## src/rtl/mdio_master.sv

```systemverilog
module mdio_master #(
  parameter int DIV_W = 8
) (
  input  logic        clk,
  input  logic        rst_n,
  input  logic        reg_wr,
  input  logic        reg_sel,
  input  logic [31:0] reg_wdata,
  output logic [31:0] reg_rdata,
  output logic        mdc,
  output logic        mdio_out,
  output logic        mdio_oe,
  input  logic        mdio_in
);
  localparam int LAST_BIT = 63;
  localparam int TA_FIRST = 46;
  localparam int TA_LAST  = 47;

  logic             en;
  logic [DIV_W-1:0] div;
  logic             go, wr, ack;
  logic [4:0]       phy, regad;
  logic [15:0]      data;
  logic [DIV_W-1:0] cnt;
  logic [5:0]       bitn;
  logic [63:0]      frame;
  logic             tick, acc_wr, start;
  logic             unused_bits;

  assign unused_bits = ^reg_wdata;
  assign acc_wr = reg_wr && reg_sel && !go;
  assign start  = acc_wr && reg_wdata[31] && en;
  assign tick   = go && (cnt == div);

  assign frame = {32'hFFFF_FFFF, 2'b01, (wr ? 2'b01 : 2'b10), phy, regad,
                  (wr ? 2'b10 : 2'b11), (wr ? data : 16'hFFFF)};

  assign mdio_out = go ? frame[6'd63 - bitn] : 1'b1;
  assign mdio_oe  = go && (wr || bitn < 6'(TA_FIRST));

  assign reg_rdata = reg_sel ? {go, wr, ack, 3'b000, regad, phy, data}
                             : {!go, en, {(30-DIV_W){1'b0}}, div};

  always_ff @(posedge clk or negedge rst_n) begin
    if (!rst_n) begin
      en  <= 1'b0;
      div <= '0;
    end else if (reg_wr && !reg_sel) begin
      en  <= reg_wdata[30];
      div <= reg_wdata[DIV_W-1:0];
    end
  end

  always_ff @(posedge clk or negedge rst_n) begin
    if (!rst_n) begin
      go    <= 1'b0;
      wr    <= 1'b0;
      ack   <= 1'b0;
      phy   <= '0;
      regad <= '0;
      data  <= '0;
      cnt   <= '0;
      bitn  <= '0;
      mdc   <= 1'b0;
    end else if (acc_wr) begin
      wr    <= reg_wdata[30];
      regad <= reg_wdata[25:21];
      phy   <= reg_wdata[20:16];
      data  <= reg_wdata[15:0];
      ack   <= 1'b0;
      cnt   <= '0;
      bitn  <= '0;
      mdc   <= 1'b0;
      go    <= start;
    end else if (go) begin
      cnt <= tick ? '0 : cnt + 1'b1;
      if (tick) begin
        mdc <= ~mdc;
        if (!mdc) begin
          if (!wr && bitn == 6'(TA_LAST))
            ack <= !mdio_in;
          if (!wr && bitn > 6'(TA_LAST))
            data <= {data[14:0], mdio_in};
        end else if (bitn == 6'(LAST_BIT)) begin
          go <= 1'b0;
        end else begin
          bitn <= bitn + 1'b1;
        end
      end
    end
  end

  AST_GO_START: assert property (@(posedge clk) disable iff (!rst_n)
    (reg_wr && reg_sel && reg_wdata[31] && en && !go) |=> go);

  AST_GO_HOLD: assert property (@(posedge clk) disable iff (!rst_n)
    (go && reg_wr && reg_sel) |=> (go || $past(mdc)));

  AST_IDLE_QUIET: assert property (@(posedge clk) disable iff (!rst_n)
    $fell(go) |-> (!mdc && !mdio_oe));

  AST_MDIO_ON_FALL: assert property (@(posedge clk) disable iff (!rst_n)
    (go && $past(go) && !$fell(mdc)) |-> $stable(mdio_out));

  AST_ACK_READ_ONLY: assert property (@(posedge clk) disable iff (!rst_n)
    (!go && ack) |-> !wr);

  AST_DISABLED_NO_START: assert property (@(posedge clk) disable iff (!rst_n)
    (!go && !en) |=> !go);
endmodule

```

## config.mk

```make
export PLATFORM = sky130hd
export DESIGN_NAME = mdio_master
export DESIGN_NICKNAME = d
export VERILOG_FILES = /design/src/rtl/mdio_master.sv
export SDC_FILE = /design/constraint.sdc
export NUM_CORES = 1
export LEC_CHECK = 0
export ABC_AREA = 1
export BUFFER_PORTS_ARGS = -buffer_cell sky130_fd_sc_hd__buf_4
export CORE_MARGIN = 10
export CORE_UTILIZATION = 45
export CTS_CLUSTER_DIAMETER = 100
export DETAILED_ROUTE_END_ITERATION = 8
export GPL_TIMING_DRIVEN = 0
export PLACE_DENSITY = 0.67
export SYNTH_ARGS = -nofsm -noshare
export SYNTH_HDL_FRONTEND = slang
export SYNTH_SLANG_ARGS = --single-unit
```

## constraint.sdc

```tcl
create_clock -name clk -period 1.95 [get_ports clk]
set_input_delay 0.2925 -clock clk [delete_from_list [all_inputs] [get_ports clk]]
set_output_delay 0.2925 -clock clk [all_outputs]
set_load 0.02 [all_outputs]
```

# Word-level counts from Yosys, hierarchy flattened
# Cells that the tools add are included.
# Widths: inputs -> output; s select.
dict set report op_classes {
  n_eq_ne 5
  reduce_logical 23
  n_bitwise 1
  magnitude_cmp 3
  addsub 3
  mux 33
}
# cell n
set op_table {}
lappend op_table {{$mux 16} 6}
lappend op_table {{$mux 32} 1}
lappend op_table {{$mux 6} 5}
lappend op_table {{$mux 8} 3}
lappend op_table {{$mux 1} 16}
lappend op_table {{$eq 6x6->1 const B} 2}
lappend op_table {{$reduce_and 4->1} 3}
lappend op_table {{$reduce_bool 2->1} 5}
lappend op_table {{$logic_and 1x1->1} 9}
lappend op_table {{$add 8x1->8 const B} 1}
lappend op_table {{$eq 8x8->1} 1}
lappend op_table {{$lt 6x7->1 const B} 1}
lappend op_table {{$add 6x1->6 const B} 1}
lappend op_table {{$bmux 1 s6} 1}
lappend op_table {{$gt 6x6->1 const B} 1}
lappend op_table {{$lt 6x6->1 const B} 1}
lappend op_table {{$sub 6x6->6 const A} 1}
lappend op_table {{$logic_not 1->1} 4}
lappend op_table {{$mux 2} 1}
lappend op_table {{$ne 2x1->1 const B} 1}
lappend op_table {{$ne 2x2->1 const B} 1}
lappend op_table {{$reduce_and 2->1} 1}
lappend op_table {{$logic_or 1x1->1} 1}
lappend op_table {{$not 1->1} 1}
dict set report totals {
  register_bits 53
}

# Depth between registers and ports, before layout
# Gate-level depths: netlist (run 1).
dict set report logic_depth {
  ltp_word 7
  mapped_depth 13
  depth_no_buf 11
}

# Least setup slack after synthesis (run 1)
# Ideal clock, no wire load.
dict set report synth_timing {
  kind {reg-to-output}
  from {register bitn[0]}
  to {output port mdio_out}
  required_time_ps 1657
  setup_slack_ps 303
  arrival_ps 1354
  stages_incl_launch_ff 14
  cell_sequence {dfrtp_1 > buf_2 > inv_1 > buf_2 > nand2_1 > nand3_1 > nand2_1 > nand2_1 > nand2_1 > inv_1 > nand2_1 > nand2_1 > nand2_1 > nand2_1}
}
dict set report synth_via {
  elab_chain_cells 4
}
# element line_no
set synth_lines {}
lappend synth_lines {{from (decl)} 25} ;# logic [5:0] bitn;
lappend synth_lines {{from (signal assigned)} 87} ;# bitn <= bitn + 1'b1;
lappend synth_lines {{$sub 6x6->6} 38} ;# assign mdio_out = go ? frame[6'd63 - bitn] : 1'b1;
lappend synth_lines {{$bmux 1 s6} 38}
lappend synth_lines {{$mux 1 (implied by the code)} 38}
lappend synth_lines {{$mux 1} 38}
lappend synth_lines {{to (decl)} 11} ;# output logic mdio_out,
# Every way passes these cells. The select of a mux whose other input is x is not followed.

# Final worst setup path (run 1)
# Ends and elaborated chain as after synthesis.

==> metrics.cfg, run 1 <==
[clock_network]
cts-root-buf=clkbuf_8
cts_made_buffers=5
cts_tree=done
ctsLongestPathBuffers=2
htree_levels=2
clkTransAtPathRegs_ns=0.11
insertion_delay_ns=0.32
clkSinkCount=53

[grt]
grt.met2_usage_pct=26.7
grt_use_met3_pct=4.93
grt_busiest_layer=met2
grt_use_met1_pct=19.7
grt_usage_pct=16.1
grt-ovfl-total=0
grt_pass1_wl_mm=15.1
first_global_vias=3202
grt_max_degree=54
antenna_found_initial=0

[route]
drc=0
dr.first_iter.drc_count=217
final_antenna_net_count=0
drt-total-wl_mm=9.25
vias_per_cell=4.82
vias=3230
wl_per_cell_um=13.8
dr.pass1.iters=4

[place]
dpl.hpwl_mm=6.79
io_buffers=63
globalplace.congestion=0.852
pre_cts_slack_ns=-0.00587
dp_cells=655

[cells_and_area]
insertedDiodeCount=0
area_growth_pct=25.6
final_util_pct=57.8
fin_cells=670
finish.net_count=610
drive_gt1_share_pct=21.9

[floorplanning]
core_area_um2=7180
start_util_pct=46.0
die_w_um=106
fp.dieH_um=106
fp.dieArea_um2=11200
ios=72
fp-row-count=31

[logic_synthesis]
yosys.area.top_type_share_pct=40.2
synth_most_common_cell=nand2_1
synth_cell_types=31
yosys.area.top_type=dfrtp_1
ys_ff_latch=53
synth_common_cells=nand2_1 (216), dfrtp_1 (53), inv_1 (51)
yosys_warnings=0
synth_edf_count=0
avgSynthCellArea_um2=6.73
yosysSeqAreaShare_pct=40.2
syn-instance-count=491
synth-main-ff-cell=dfrtp_1
synthTopCellsByArea=dfrtp_1 (40%), nand2_1 (25%), nand3_1 (7.6%), inv_1 (5.8%), o21ai_0 (4.2%)
synth_area_um2=3300
async_flop_share_pct=100

[timing]
skew_ns=0.0177
min_period_over_period_pct=106
grt_setup_unrepaired=true
fin_setup_tns_ns=-0.117
period_minus_slack_ns=2.07
fmax_ghz=0.484
max_slew_margin_pct=54.7
layout_setup_ws_ns=-0.117
drv_slew=0
finalHoldViolCount=0
worst_pin_slew_ns=0.680
setup_viol=1

[critical_path]
crit_fanout=5
crit_end=mdio_out
worstSetupEndpointType=output port
rr_startpoint=bitn[0]
start_kind=flop
worstSetupPathType=flop to output port
reg2regPathDepth=8
crit_path_start=bitn[0]
r2r_slack_ns=0.09
worstPathRequired_ns=1.66
cp_data_arrival_time_ns=1.77
regToRegEndpoint=bitn[4]

[power_and_ir_drop]
power_density_nw_per_um2=758
ir_drop_mv=0.365
p_leak_uw=0.00237

[run]
max-cap-violations=0

[run_status]
status=complete, but fails checks
violations=negative setup slack

[hold_path]
hold_path_class=primary input to async pin

[layout by cell type (no fill, tap or decap), drive strengths merged]
| master | synthesis | final |
|---|---|---|
| nor2 | 28 | 28 |
| o22ai | 1 | 1 |
| xor2 | 5 | 5 |
| nor3b | 1 | 1 |
| clkinv | 1 | 3 |
| nand2 | 220 | 220 |
| clkbuf | 6 | 11 |
| a21boi | 1 | 1 |
| dfrtp | 53 | 53 |
| o31ai | 1 | 1 |
| inv | 52 | 52 |
| conb | 1 | 3 |
| ha | 3 | 3 |
| nor4 | 1 | 1 |
| mux2 | 1 | 1 |
| o21ai | 29 | 29 |
| o21bai | 1 | 1 |
| a21oi | 2 | 2 |
| nor3 | 4 | 4 |
| o211ai | 1 | 1 |
| buf | 20 | 91 |
| nand3 | 52 | 52 |
| xnor2 | 7 | 7 |
[registers in the layout, indices dropped and copies added, names as in the netlist]
name,count
en,1
regad,5
phy,5
bitn,6
cnt,8
mdc,1
data,16
go,1
ack,1
div,8
wr,1
[power breakdown]
part,internal (µW),leakage [µW],switching [µW]
Sequential,1250,0.000667,180
Combinational,456,0.00165,588
Clock,289,0.0000512,381
[final cells by class]
type                    instances  area [µm²]
multi-input cells             361        1680
clock inverters                 2        13.8
inverters                      53         209
clock buffers                   6        82.6
fillers                       697        3030
repair buffers                 70         527
plain buffers                  26         183
flip-flops and latches         53        1330
well taps                      99         124
[what timing repair did]
item	CTS	global route
setup buffers	2	3
hold buffers	0	0
gates cloned	1	1
resized for setup	16	15
setup endpoints to repair	2	1
pin swaps	2	8
[logic make-up after synthesis]
family,Yosys count,share of synthesized area (%)
AND/OR/NAND/NOR,306,38.0
buffers and inverters,79,10.8
flip-flops,53,40.2
AO/OA/AOI/OAI,36,6.33
XOR/XNOR,12,3.18
adder cells (fa/ha/maj),3,1.14
other,1,0.114
multiplexers,1,0.341
[metrics by stage]
stage / hold slack, ns / total power [µW] / instance area [µm²]
after floorplan: -0.00309 / 2070 / 3310
after global placement: 0.375 / 2370 / 3910
after detailed placement: 0.377 / 2390 / 3910
after CTS: 0.0335 / 3100 / 4070
after global routing: 0.0565 / 3350 / 4150
final: 0.00421 / 3150 / 4150
[worst max-delay path, stage by stage, from the launching register on]
cell     delay, ns
dfrtp_1       0.41
buf_6         0.16
inv_6         0.04
buf_6         0.13
nand2_1       0.10
nand3_2       0.08
nand3_2       0.07
nand3_1       0.06
nand2_1       0.09
nand2_1       0.05
nand2_1       0.08
nand2_2       0.06
buf_6         0.13
[metal layers]
| metal | wire length (µm) | up-vias |
|---|---|---|
| li1 | - | 1669 |
| met1 | 4210 | 1462 |
| met2 | 4270 | 89 |
| met3 | 652 | 10 |
| met4 | 119 | 0 |
| met5 | 0 | - |
[worst min path at each step]
stage	cells past startpoint	slack [ns]	endpoint
4_1_cts	1	0.03	div[5]
3_3_place_gp	1	0.38	cnt[5]
2_1_floorplan	0	-0.003	ack
6_report	1	0.004	cnt[5]
5_1_grt	1	0.06	div[6]
3_5_place_dp	1	0.38	div[5]
No activity file was read; power rests on OpenSTA's default activity.
==> inputs of run 2 (changes only) <==
--- a/config.mk
+++ b/config.mk
@@ -6,13 +6,13 @@
 export NUM_CORES = 1
 export LEC_CHECK = 0
 export ABC_AREA = 1
-export BUFFER_PORTS_ARGS = -buffer_cell sky130_fd_sc_hd__buf_4
+export BUFFER_PORTS_ARGS = -buffer_cell sky130_fd_sc_hd__buf_2
 export CORE_MARGIN = 10
 export CORE_UTILIZATION = 45
 export CTS_CLUSTER_DIAMETER = 100
 export DETAILED_ROUTE_END_ITERATION = 8
 export GPL_TIMING_DRIVEN = 0
-export PLACE_DENSITY = 0.67
+export PLACE_DENSITY = 0.7
 export SYNTH_ARGS = -nofsm -noshare
 export SYNTH_HDL_FRONTEND = slang
 export SYNTH_SLANG_ARGS = --single-unit
==> constraint.sdc (replaced) <==
create_clock -name clk -period 1.66 [get_ports clk]
set_input_delay 0.249 -clock clk [delete_from_list [all_inputs] [get_ports clk]]
set_output_delay 0.249 -clock clk [all_outputs]
set_load 0.02 [all_outputs]
==> metrics.cfg, run 2 (same netlist as run 1, synthesis figures left out) <==
[timing]
fmax_ghz=0.497
finalHoldViolCount=0  ; unchanged
grt_setup_unrepaired=true
hold_ws_ns=0.134  ; +0.129 ns
layout_setup_ws_ns=-0.353  ; -0.235 ns
max_slew_margin_pct=22.1  ; -33 points
min_period_over_period_pct=121
worst_pin_slew_ns=1.17  ; +0.488 ns
setup_viol=8  ; +7
fin_setup_tns_ns=-0.527  ; -0.410 ns
skew_ns=0.00864  ; -0.00907 ns
period_minus_slack_ns=2.01
drv_slew=0  ; unchanged

[place]
io_buffers=63  ; unchanged
globalplace.congestion=0.872  ; +2.3%
post_dp_cell_area_um2=3750  ; -4.0%
dpl.hpwl_mm=6.85  ; +0.79%

[critical_path]
worstSetupEndpointType=output port
cp_data_arrival_time_ns=1.76  ; about the same
crit_fanout=9  ; +4
worstPathRequired_ns=1.41  ; -0.25 ns
worstSetupPathType=flop to output port
start_kind=flop

[cells_and_area]
insertedDiodeCount=0  ; unchanged
nFillCells=673  ; -3.4%
drive_gt1_share_pct=22.2  ; +0.29 points
area_growth_pct=23.5
seq_area_um2=1330  ; +0.19%
final_cell_mix=nand2_1 (211), buf_2 (67), dfrtp_1 (51)
finish.net_count=616  ; +0.98%
layout_commonest_cell=nand2_1
fin_area_um2=4080  ; -1.7%
top_regs=data (16), cnt (8), div (8)
largest_reg_flops=16  ; unchanged
top_register=data
multi_input_area_um2=1690  ; +0.22%

[route]
dr.first_iter.drc_count=187  ; -14%
final_antenna_net_count=0  ; unchanged
drt-total-wl_mm=9.25  ; about the same
drc=0  ; unchanged
vias_per_cell=4.87  ; +1.0%
vias=3293  ; +2.0%
wl_per_cell_um=13.7  ; -0.88%
dr.pass1.iters=4  ; unchanged

[power_and_ir_drop]
ir_drop_mv=0.376  ; +3.0%
power_density_nw_per_um2=899  ; +19%
p_leak_uw=0.00234  ; -1.3%

[floorplanning]
fp.dieArea_um2=11200  ; unchanged
ios=72  ; unchanged
fp.dieH_um=106  ; unchanged
die_w_um=106  ; unchanged
start_util_pct=46.0  ; unchanged
core_area_um2=7180  ; unchanged
fp-row-count=31  ; unchanged

[clock_network]
cts_made_buffers=5  ; unchanged
cts_tree=done
htree_levels=2  ; unchanged
insertion_delay_ns=0.31  ; about the same
clkTransAtPathRegs_ns=0.10  ; about the same
cts-root-buf=clkbuf_8
ctsLongestPathBuffers=2  ; unchanged
clkSinkCount=53  ; unchanged

[grt]
grt_max_degree=54  ; unchanged
antenna_found_initial=0  ; unchanged
grt_pass1_wl_mm=15.4  ; +1.9%
first_global_vias=3243  ; +1.3%
grt-ovfl-total=0  ; unchanged
grt_usage_pct=16.5  ; +0.35 points

[run_status]
violations=negative setup slack
status=complete, but fails checks

[run]
max-cap-violations=0  ; unchanged

[hold_path]
hold_path_class=primary input to flop

==> run 2: cell types whose count changed in the layout (fill, tap and decap cells not counted), moves of 2 or more <==
cell	before	now
clkbuf_4	0	2
dfrtp_1	53	51
clkinvlp_4	0	2
clkinv_4	2	0
buf_6	6	10
buf_4	75	16
nand2_2	9	7
nand3_2	8	2
buf_2	9	67
dfrtp_2	0	2
nand3_1	43	49
==> run 2: power by group <==
part           internal, µW  leakage (µW)  switching [µW]  total, µW
combinational           532       0.00164             709       1240
clock                   298     0.0000374             438        736
sequential             1470      0.000665             218       1690
total                  2300       0.00234            1370       3670
==> run 2: worst paths after layout <==
path | start | endpoint | slack, ns | cells past startpoint
worst max-delay path | bitn[0] | mdio_out | -0.35 | 9
worst min-delay path | reg_wdata[21] | regad[0] | 0.13 | 3
worst max register to register | bitn[1] | bitn[5] | -0.03 | 9
worst min register to register | ack | ack | 0.49 | 2
max in group asynchronous | rst_n | bitn[3] | 0.70 | 1
min in group asynchronous | rst_n | cnt[4] | 0.16 | 1
==> run 2: layout make-up <==
class | instances | area share, %
flip-flops and latches | 53 | 32.6
inverters | 53 | 5.31
clock buffers | 6 | 1.78
plain buffers | 26 | 4.85
multi-input cells | 361 | 41.4
repair buffers | 76 | 10.7
clock inverters | 2 | 0.368
well taps | 99 | 3.04
==> run 2: critical path, cell delays in order (launching register included) <==
cell and delay [ns]:
dfrtp_1 0.40, buf_6 0.15, clkbuf_8 0.15, nand2_1 0.05
nand3_1 0.08, a21boi_0 0.23, nand3_1 0.11, nand2_1 0.08
nand2_2 0.06, buf_6 0.13
==> run 2: per-stage QoR <==
stage | utilization (%) | total power [µW] | cells | setup WS, ns
after detailed placement | 52.3 | 2770 | 655 | -0.286
final | 56.9 | 3670 | 676 | -0.353
after global routing | 56.9 | 3930 | 676 | -0.426
after floorplan | - | 2430 | 493 | 0.0566
after global placement | 52.3 | 2730 | 655 | -0.262
after CTS | 55.5 | 3650 | 673 | -0.283
==> run 2: per-layer routing <==
layer  GRT usage [%]  up-vias  wire length [µm]
met1            21.0     1505              4240
li1                -     1674                 -
met3            3.96       12               557
met2            27.6      102              4320
met5               0        -                 0
met4            3.58        0               124
==> run 2: what timing repair did <==
item                                    4_1_cts  5_1_grt
hold buffers                                  0        0
pin swaps                                     4        3
gates resized for setup                      21       21
buffers inserted                              8        3
endpoints found under the setup margin       17       27
gates cloned                                  2        0
